File: config.mk
export PLATFORM = sky130hd
export DESIGN_NAME = wprot_status
export DESIGN_NICKNAME = d
export VERILOG_FILES = /design/src/rtl/wps_pkg.sv /design/src/rtl/wps_nvbits.sv /design/src/rtl/wps_guard.sv /design/src/rtl/wps_cycle.sv /design/src/rtl/wprot_status.sv
export SDC_FILE = /design/constraint.sdc
export NUM_CORES = 1
export LEC_CHECK = 0
export ABC_AREA = 0
export CAP_MARGIN = 20
export CORE_ASPECT_RATIO = 0.8
export CORE_MARGIN = 4
export CORE_UTILIZATION = 25
export DETAILED_ROUTE_END_ITERATION = 16
export GPL_ROUTABILITY_DRIVEN = 1
export GPL_TIMING_DRIVEN = 0
export PLACE_DENSITY = 0.58
export SLEW_MARGIN = 10
export SYNTH_ARGS = -nofsm -noshare
export SYNTH_HDL_FRONTEND = slang
export SYNTH_SLANG_ARGS = --single-unit
File: constraint.sdc
create_clock -name clk -period 1.9 [get_ports clk]
set_input_delay 0.19 -clock clk [delete_from_list [all_inputs] [get_ports clk]]
set_output_delay 0.19 -clock clk [all_outputs]
set_load 0.02 [all_outputs]
File: src/rtl/wps_pkg.sv
package wps_pkg;

  typedef struct packed {
    logic       ppen;
    logic [1:0] lvl;
  } nv_t;

  // Lock decision for one quarter of the array, counted from the top.
  function automatic logic seg_locked(input logic [1:0] lvl, input logic [1:0] seg);
    logic hit;
    case (lvl)
      2'd0:    hit = 1'b0;
      2'd1:    hit = (seg == 2'd3);
      2'd2:    hit = seg[1];
      default: hit = 1'b1;
    endcase
    return hit;
  endfunction

  // Byte presented to a status read.
  function automatic logic [7:0] status_pack(input nv_t nv, input logic wel, input logic busy);
    logic [7:0] b;
    if (busy) b = 8'hFF;
    else      b = {nv.ppen, 3'b000, nv.lvl, wel, 1'b0};
    return b;
  endfunction

  // Extract the stored fields from a written byte.
  function automatic nv_t nv_from_byte(input logic [7:0] d);
    nv_t n;
    n.ppen = d[7];
    n.lvl  = d[3:2];
    return n;
  endfunction

endpackage

File: src/rtl/wps_nvbits.sv
module wps_nvbits
  import wps_pkg::*;
#(
  parameter logic [2:0] NV_INIT = 3'b000
) (
  input  logic clk,
  input  logic rst_n,
  input  logic commit,
  input  nv_t  commit_val,
  output nv_t  nv_q
);

  always_ff @(posedge clk or negedge rst_n) begin
    if (!rst_n)      nv_q <= nv_t'(NV_INIT);
    else if (commit) nv_q <= commit_val;
  end

  // stored bits change only on a committed status cycle
  p_nv_hold_r5: assert property (@(posedge clk) disable iff (!rst_n)
    !commit |=> $stable(nv_q));

endmodule

File: src/rtl/wps_guard.sv
module wps_guard
  import wps_pkg::*;
#(
  parameter int ADDR_W = 13
) (
  input  nv_t               nv,
  input  logic              pp_n,
  input  logic              wel,
  input  logic              busy,
  input  logic              pend_any,
  input  logic [ADDR_W-1:0] addr,
  output logic              hw_prot,
  output logic              lock_hit,
  output logic              stat_ok,
  output logic              prog_ok
);

  localparam int SEG_HI = ADDR_W - 1;
  localparam int SEG_LO = ADDR_W - 2;

  logic       idle_free;
  logic [1:0] seg;

  assign seg       = addr[SEG_HI:SEG_LO];
  assign hw_prot   = ~pp_n & nv.ppen;
  assign lock_hit  = seg_locked(nv.lvl, seg);
  assign idle_free = wel & ~busy & ~pend_any;
  assign stat_ok   = idle_free & ~hw_prot;
  assign prog_ok   = idle_free & ~lock_hit;

  logic unused_addr_low;
  assign unused_addr_low = ^addr[SEG_LO-1:0];

endmodule

File: src/rtl/wps_cycle.sv
module wps_cycle
  import wps_pkg::*;
(
  input  logic       clk,
  input  logic       rst_n,
  input  logic       cs_n,
  input  logic       cmd_latch_set,
  input  logic       cmd_latch_clr,
  input  logic       cmd_stat_wr,
  input  logic [7:0] stat_wdata,
  input  logic       cmd_prog_req,
  input  logic       cmd_prog_start,
  input  logic       cmd_prog_done,
  input  logic       hw_prot,
  input  logic       stat_ok,
  input  logic       prog_ok,
  output logic       wel_q,
  output logic       busy_q,
  output logic       pend_any,
  output logic       stat_grant_q,
  output logic       stat_deny_q,
  output logic       prog_grant_q,
  output logic       prog_deny_q,
  output logic       commit,
  output nv_t        commit_val,
  output logic       cancel_evt,
  output logic       start_evt
);

  logic pend_stat_q, pend_prog_q, busy_stat_q;
  nv_t  pend_val_q;

  assign pend_any   = pend_stat_q | pend_prog_q;
  assign cancel_evt = ~busy_q & pend_stat_q & hw_prot & ~cs_n;
  assign start_evt  = ~busy_q & cmd_prog_start & (pend_prog_q | (pend_stat_q & ~hw_prot));
  assign commit     = busy_q & cmd_prog_done & busy_stat_q;
  assign commit_val = pend_val_q;

  logic unused_wbits;
  assign unused_wbits = ^{stat_wdata[6:4], stat_wdata[1:0]};

  always_ff @(posedge clk or negedge rst_n) begin
    if (!rst_n) begin
      wel_q        <= 1'b0;
      busy_q       <= 1'b0;
      busy_stat_q  <= 1'b0;
      pend_stat_q  <= 1'b0;
      pend_prog_q  <= 1'b0;
      pend_val_q   <= '0;
      stat_grant_q <= 1'b0;
      stat_deny_q  <= 1'b0;
      prog_grant_q <= 1'b0;
      prog_deny_q  <= 1'b0;
    end else begin
      stat_grant_q <= 1'b0;
      stat_deny_q  <= 1'b0;
      prog_grant_q <= 1'b0;
      prog_deny_q  <= 1'b0;
      if (busy_q) begin
        if (cmd_prog_done) begin
          busy_q      <= 1'b0;
          busy_stat_q <= 1'b0;
          wel_q       <= 1'b0;
        end
      end else begin
        if (cmd_latch_set)      wel_q <= 1'b1;
        else if (cmd_latch_clr) wel_q <= 1'b0;
        if (cmd_stat_wr && !pend_any) begin
          if (stat_ok) begin
            pend_stat_q  <= 1'b1;
            pend_val_q   <= nv_from_byte(stat_wdata);
            stat_grant_q <= 1'b1;
          end else begin
            stat_deny_q  <= 1'b1;
          end
        end
        if (cmd_prog_req && !pend_any) begin
          if (prog_ok) begin
            pend_prog_q  <= 1'b1;
            prog_grant_q <= 1'b1;
          end else begin
            prog_deny_q  <= 1'b1;
          end
        end
        if (cancel_evt) pend_stat_q <= 1'b0;
        if (start_evt) begin
          busy_q      <= 1'b1;
          busy_stat_q <= pend_stat_q;
          pend_stat_q <= 1'b0;
          pend_prog_q <= 1'b0;
        end else if (cs_n) begin
          pend_stat_q <= 1'b0;
          pend_prog_q <= 1'b0;
        end
      end
    end
  end

  // no grant unless the latch was set when the request arrived
  p_grant_needs_latch_r4: assert property (@(posedge clk) disable iff (!rst_n)
    (stat_grant_q || prog_grant_q) |-> $past(wel_q));

  // no status grant while hardware protection was active
  p_stat_blocked_hw_r6: assert property (@(posedge clk) disable iff (!rst_n)
    stat_grant_q |-> !$past(hw_prot));

  // busy holds and the latch does not move until done
  p_busy_ignores_r10: assert property (@(posedge clk) disable iff (!rst_n)
    (busy_q && !cmd_prog_done) |=> (busy_q && $stable(wel_q)));

  // latch is clear after a cycle completes
  p_latch_clr_done_r11: assert property (@(posedge clk) disable iff (!rst_n)
    $fell(busy_q) |-> !wel_q);

  // grant and deny are never raised together
  p_resp_excl_r12: assert property (@(posedge clk) disable iff (!rst_n)
    !(stat_grant_q && stat_deny_q) && !(prog_grant_q && prog_deny_q));

  // a cancel leaves no busy cycle behind it
  p_cancel_no_start_r7: assert property (@(posedge clk) disable iff (!rst_n)
    (cancel_evt && !pend_prog_q) |=> !busy_q);

endmodule

File: src/rtl/wprot_status.sv
module wprot_status
  import wps_pkg::*;
#(
  parameter int         ARRAY_BYTES = 8192,
  parameter int         ADDR_W      = $clog2(ARRAY_BYTES),
  parameter logic [2:0] NV_INIT     = 3'b000
) (
  input  logic              clk,
  input  logic              rst_n,
  input  logic              cs_n,
  input  logic              pp_n,
  input  logic              cmd_latch_set,
  input  logic              cmd_latch_clr,
  input  logic              cmd_stat_wr,
  input  logic [7:0]        stat_wdata,
  input  logic              cmd_prog_req,
  input  logic [ADDR_W-1:0] prog_addr,
  input  logic              cmd_prog_start,
  input  logic              cmd_prog_done,
  output logic [7:0]        status_byte,
  output logic              stat_grant,
  output logic              stat_deny,
  output logic              prog_grant,
  output logic              prog_deny
);

  nv_t  nv_q, commit_val;
  logic wel_q, busy_q, pend_any;
  logic hw_prot, lock_hit, stat_ok, prog_ok;
  logic commit, cancel_evt, start_evt;

  wps_nvbits #(.NV_INIT(NV_INIT)) u_nv (
    .clk(clk), .rst_n(rst_n), .commit(commit), .commit_val(commit_val), .nv_q(nv_q)
  );

  wps_guard #(.ADDR_W(ADDR_W)) u_guard (
    .nv(nv_q), .pp_n(pp_n), .wel(wel_q), .busy(busy_q), .pend_any(pend_any),
    .addr(prog_addr), .hw_prot(hw_prot), .lock_hit(lock_hit),
    .stat_ok(stat_ok), .prog_ok(prog_ok)
  );

  wps_cycle u_cycle (
    .clk(clk), .rst_n(rst_n), .cs_n(cs_n),
    .cmd_latch_set(cmd_latch_set), .cmd_latch_clr(cmd_latch_clr),
    .cmd_stat_wr(cmd_stat_wr), .stat_wdata(stat_wdata),
    .cmd_prog_req(cmd_prog_req), .cmd_prog_start(cmd_prog_start),
    .cmd_prog_done(cmd_prog_done), .hw_prot(hw_prot),
    .stat_ok(stat_ok), .prog_ok(prog_ok),
    .wel_q(wel_q), .busy_q(busy_q), .pend_any(pend_any),
    .stat_grant_q(stat_grant), .stat_deny_q(stat_deny),
    .prog_grant_q(prog_grant), .prog_deny_q(prog_deny),
    .commit(commit), .commit_val(commit_val),
    .cancel_evt(cancel_evt), .start_evt(start_evt)
  );

  assign status_byte = status_pack(nv_q, wel_q, busy_q);

  // no program grant for a request that targeted a locked quarter
  p_locked_refused_r8: assert property (@(posedge clk) disable iff (!rst_n)
    prog_grant |-> !$past(lock_hit));

  // the byte read while busy is all ones
  p_busy_reads_ones_r10: assert property (@(posedge clk) disable iff (!rst_n)
    busy_q |-> (status_byte == 8'hFF));

  // a start pulse only opens a cycle when something was pending
  p_start_needs_pend_r13: assert property (@(posedge clk) disable iff (!rst_n)
    start_evt |-> pend_any);

endmodule

=== Yosys cells after proc, flatten, opt, wreduce, memory -nomap -nowiden ===
Cells that the tools add are included.

* Bits in registers: 15
* Bits of input ports: 31
* Output and inout bits: 12
* Logic and storage cells: 85

* Multiplexer cells: 32
* Reduce and logical (&&, ||, !) cells: 15
* Equality and inequality tests: 4
* Bitwise logic cells: 21

{| class="wikitable"
|+ Operators with widths
! kind !! number
|-
| $mux 1 || 30
|-
| $and 1x1->1 || 13
|-
| $reduce_and 3->1 || 3
|-
| $reduce_bool 3->1 || 3
|-
| $mux 8 || 1
|-
| $reduce_bool 4->1 || 2
|-
| $not 1->1 || 6
|-
| $eq 2x2->1 const B || 2
|-
| $reduce_and 2->1 || 2
|-
| $pmux 1 s3 || 1
|-
| $eq 2x1->1 const B || 1
|-
| $logic_and 1x1->1 || 2
|-
| $logic_not 2->1 || 1
|-
| $ne 2x2->1 const B || 1
|-
| $or 1x1->1 || 2
|-
| $reduce_bool 2->1 || 1
|-
| $logic_not 1->1 || 1
|}

=== Logic depth before layout (Yosys ltp) ===
* Depth after elaboration: 9
* Gate-level depth with buffers: 4

=== By module ===
From an unflattened synthesis, not the netlist that was laid out.

* Cells, all modules: 63
* Area total of the unflattened synthesis: 747.0 um2

{| class="wikitable"
|+ Modules (own cells, without submodules)
! module !! cells each !! area an instance (um2) !! times used !! seq. area each (um2)
|-
| wps_cycle || 42 || 538.0 || 1 || 300.3
|-
| wps_nvbits || 6 || 108.9 || 1 || 75.1
|-
| wprot_status || 8 || 55.1 || 1 || 0.0
|-
| wps_guard || 7 || 45.0 || 1 || 0.0
|}

=== Least setup slack after synthesis ===
No wires, ideal clock.

* Path type: register to register
* Start point: reg u_cycle.pend_prog_q
* End point: reg u_cycle.busy_stat_q
* Data arrival time: 1.239 ns
* Library setup time: 0.120 ns
* Data required time: 1.780 ns
* Period minus slack after synthesis: 1.359 ns
* Path buffers: 0
* Setup slack: 0.541 ns
* Cell stages (with the launch flop): 4
* Cell sequence: dfrtp_1 > or3b_1 > o221a_2 > a31o_2

* Cells in the longest elaborated chain, start to end: 4

{| class="wikitable"
|+ RTL lines
! what !! RTL line !! text
|-
| from (decl) || wps_cycle.sv:30 || <nowiki>logic pend_stat_q, pend_prog_q, busy_stat_q;</nowiki>
|-
| from (signal assigned) || wps_cycle.sv:48 || <nowiki>pend_prog_q <= 1'b0;</nowiki>
|-
| from (signal assigned) || wps_cycle.sv:79 || <nowiki>pend_prog_q <= 1'b1;</nowiki>
|-
| from (signal assigned) || wps_cycle.sv:90 || <nowiki>pend_prog_q <= 1'b0;</nowiki>
|-
| $or 1x1->1 || wps_cycle.sv:35 || <nowiki>assign start_evt = ~busy_q & cmd_prog_start & (pend_prog_q | (pend_stat_q & ~hw_prot));</nowiki>
|-
| $and 1x1->1 || wps_cycle.sv:35 ||
|-
| $reduce_bool 2->1 (no line) || - ||
|-
| $reduce_and 2->1 (no line) || - ||
|-
| to (signal assigned) || wps_cycle.sv:88 || <nowiki>busy_stat_q <= pend_stat_q;</nowiki>
|-
| to (decl) || wps_cycle.sv:30 ||
|}

Every way passes these cells.
A chain may end at the register's enable or synchronous reset.

=== Worst setup path after layout ===
* Start point: reg u_cycle.busy_q
* End point: out status_byte[2]

* Cells in the longest elaborated chain, start to end: 1

{| class="wikitable"
|+ RTL lines
! what !! RTL line !! text
|-
| from (decl) || wps_cycle.sv:18 || <nowiki>output logic busy_q,</nowiki>
|-
| from (signal assigned) || wps_cycle.sv:45 || <nowiki>busy_q <= 1'b0;</nowiki>
|-
| from (signal assigned) || wps_cycle.sv:61 || <nowiki>busy_q <= 1'b0;</nowiki>
|-
| from (signal assigned) || wps_cycle.sv:87 || <nowiki>busy_q <= 1'b1;</nowiki>
|-
| $mux 8 || wps_pkg.sv:23 || <nowiki>if (busy) b = 8'hFF;</nowiki>
|-
| to (decl) || wprot_status.sv:20 || <nowiki>output logic [7:0] status_byte,</nowiki>
|}

Every way passes these cells.

==> run metrics <==
outcome finished clean; r2r worst-path depth 3; nature of the critical path endpoint output pin; syn_area_per_cell 11.6 um^2; Startpoint Class register; Die Area 0.00390 mm^2; DRC viols 0; post-synthesis async set-or-reset flop share 1.00; first drt pass iteration count 4; Port-buffer cells 26; grt ovf 0; largest cells by area after synthesis dfrtp_1 51%, mux2_2 9.1%, or2_2 4.2%; Layout fillers 277; share of the synthesized area in the top cell type 0.507; clock buffer depth 2; CTS tree done; nets 126; clock transition at the registers of the reported paths 0.05 ns; sequential cell area fraction in the yosys report 0.507; insertion delay to the later sink of the worst-skew pair 0.24 ns; synthesized net count 95; Reg area 375 um^2; global-route wire length before repair 2710 um; CP max stage delay 0.43 ns; slowest CP cell dfrtp_1; Crit Reg-Reg Startpoint u_cycle.busy_q; root buffer cell clkbuf_8; hold_ws 0.358 ns; Initial DRC Count 8; share of layout cells above drive strength 1 0.287; Total GRT Usage 0.0934; largest net degree at the start of global routing 16; critical path depth in cells 3; routability cong. 0.702; Fin. Hold Viols 0; clock sinks 15; Fin Setup TNS 0 ns; critical path fanouts, max 10; biggest area consumer among synthesized cells dfrtp_1; Buf+Inv Stages, Crit Path 2; TritonCTS buffer count 3; RSZ-0062 raised after global routing no; Tcrit/Tclk final 0.891; f_max 0.591 GHz; vias in the first global route 565; Antenna diodes 0; Routed WL 1660 um; I/O Pins 43; Synth cell types 30; worst setup path class register to output pin; WL/cell 12.5 um; dpl cells 128; Final Skew 0.00126 ns; Finished Layout Cells 132; row count 17; via/cell ratio 4.41; Final WS setup 0.207 ns; R2R Path End u_cycle.commit_val[2]; synthesized cell area 741 um^2; Yosys warnings 0; cell breakdown of the critical path buf_2 > or2_2 > dlygate4sd2_1; relative max-transition margin 0.555; Multi-input gate area 312 um^2; required time of the critical path 1.71 ns; core area 0.00279 mm^2; Max IR drop VDD 0.621 mV; Final Critical Period 1.69 ns; Primary FF master, synth dfrtp_1; max_cap viols 0; leakage power 0.000491 uW; Place WS 0.225 ns; critical path's top delay family buffers and inverters; Post-CTS Hold Buffers 0; Routed Antenna Nets 0; # setup viols final 0; die height 56.7 um; Worst Tran Pin Value 0.665 ns; Pwr Density 1470 mW/mm^2; Post-Syn Instances 64; Arr. time, crit path 1.50 ns; routed vias 582; antenna violations before repair 0; chip width 68.9 um; Final Max Slew Viols 0; Seq cells post-synth 15; R2R Setup Slk 0.39 ns; post-DP HPWL 1330 um; HP Class input port to async pin; Post-synth EDFFs 0; Area Overhead vs Synth 47.0%; Initial Util 0.266; H-Tree Depth 1
==> Yosys cell counts, types with 2 or more instances <==
| master | number |
|---|---|
| a21oi_1 | 3 |
| buf_4 | 4 |
| dfrtp_1 | 15 |
| inv_1 | 5 |
| mux2_2 | 6 |
| nand2_1 | 2 |
| nand3_1 | 2 |
| or2_2 | 5 |
==> routing by layer <==
layer  part of all wire  global-route usage  wire [um]
met5                  0                   0          0
met1               0.43               0.122        711
met2               0.46               0.144        770
met4                  0             0.00833          0
met3               0.11              0.0460        174
==> metrics by stage <==
stage / utilization / cell area [um^2] / power, uW
2_1_floorplan: - / 741 / 1080
3_3_place_gp: 0.376 / 1050 / 1390
3_5_place_dp: 0.376 / 1050 / 1410
4_1_cts: 0.391 / 1090 / 1630
5_1_grt: 0.391 / 1090 / 1720
6_report: 0.391 / 1090 / 1600
==> cells by family (layout without fill, tap and decap cells) <==
logic type	Yosys count	in the layout	share of synthesized area
AOI/OAI and AO/OA	15	15	0.171
muxes	6	6	0.0912
buffers and inverters	10	40	0.0726
DFF	15	15	0.507
and+or+nand+nor	18	18	0.159
==> area by class of cell <==
type	instances	area share
Sequential cell	15	0.345
Timing Repair Buffer	26	0.234
Clock buffer	4	0.0414
Multi-Input combinational cell	39	0.286
Tap cell	38	0.0437
Inverter	5	0.0172
Buffer	5	0.0322
==> sequential cells by signal, summed over array words and instances (netlist names) <==
signal,count
u_cycle.stat_grant_q,1
u_cycle.prog_deny_q,1
u_cycle.commit_val,3
u_cycle.wel_q,1
u_nv.nv_q,3
u_cycle.pend_prog_q,1
u_cycle.prog_grant_q,1
u_cycle.pend_stat_q,1
u_cycle.busy_stat_q,1
u_cycle.stat_deny_q,1
u_cycle.busy_q,1
==> cells in the final DEF (no fill, tap or decap), drive strengths merged <==
master         instances
or3b                   1
mux2                   6
clkbuf                 4
nor2b                  1
o211a                  1
nor3                   1
dlygate4sd2            4
dfrtp                 15
a21oi                  3
a21bo                  1
o22ai                  1
or4b                   1
nor2                   1
nand3                  2
nand2                  2
or2                    5
nand4                  1
o21ai                  1
and2                   1
a211oi                 1
a31o                   1
a221oi                 1
or2b                   1
o22a                   1
buf                    5
a31oi                  1
a21boi                 1
a21o                   1
clkdlybuf4s50         22
o221a                  1
inv                    5
and3b                  1
==> worst max path at each step <==
stage | startpoint | to | slack (ns)
3_3_place_gp | u_cycle.busy_q | status_byte[7] | 0.23
4_1_cts | u_cycle.busy_q | status_byte[2] | 0.18
2_1_floorplan | u_cycle.pend_prog_q | u_cycle.busy_stat_q | 0.54
6_report | u_cycle.busy_q | status_byte[2] | 0.21
3_5_place_dp | u_cycle.busy_q | status_byte[2] | 0.23
5_1_grt | u_cycle.busy_q | status_byte[2] | 0.11
==> power breakdown <==
| group | switching [uW] | internal (uW) | total (uW) |
|---|---|---|---|
| clock | 98.4 | 148 | 246 |
| combinational | 358 | 427 | 786 |
| sequential | 112 | 453 | 565 |
| total | 569 | 1030 | 1600 |
==> repair_timing <==
action	in CTS	in global routing
hold endpoints to repair	0	0
resized for setup	4	0
setup endpoints to repair	4	0
setup buffers	0	0
Note: power is estimated with default switching activity, not from simulation.
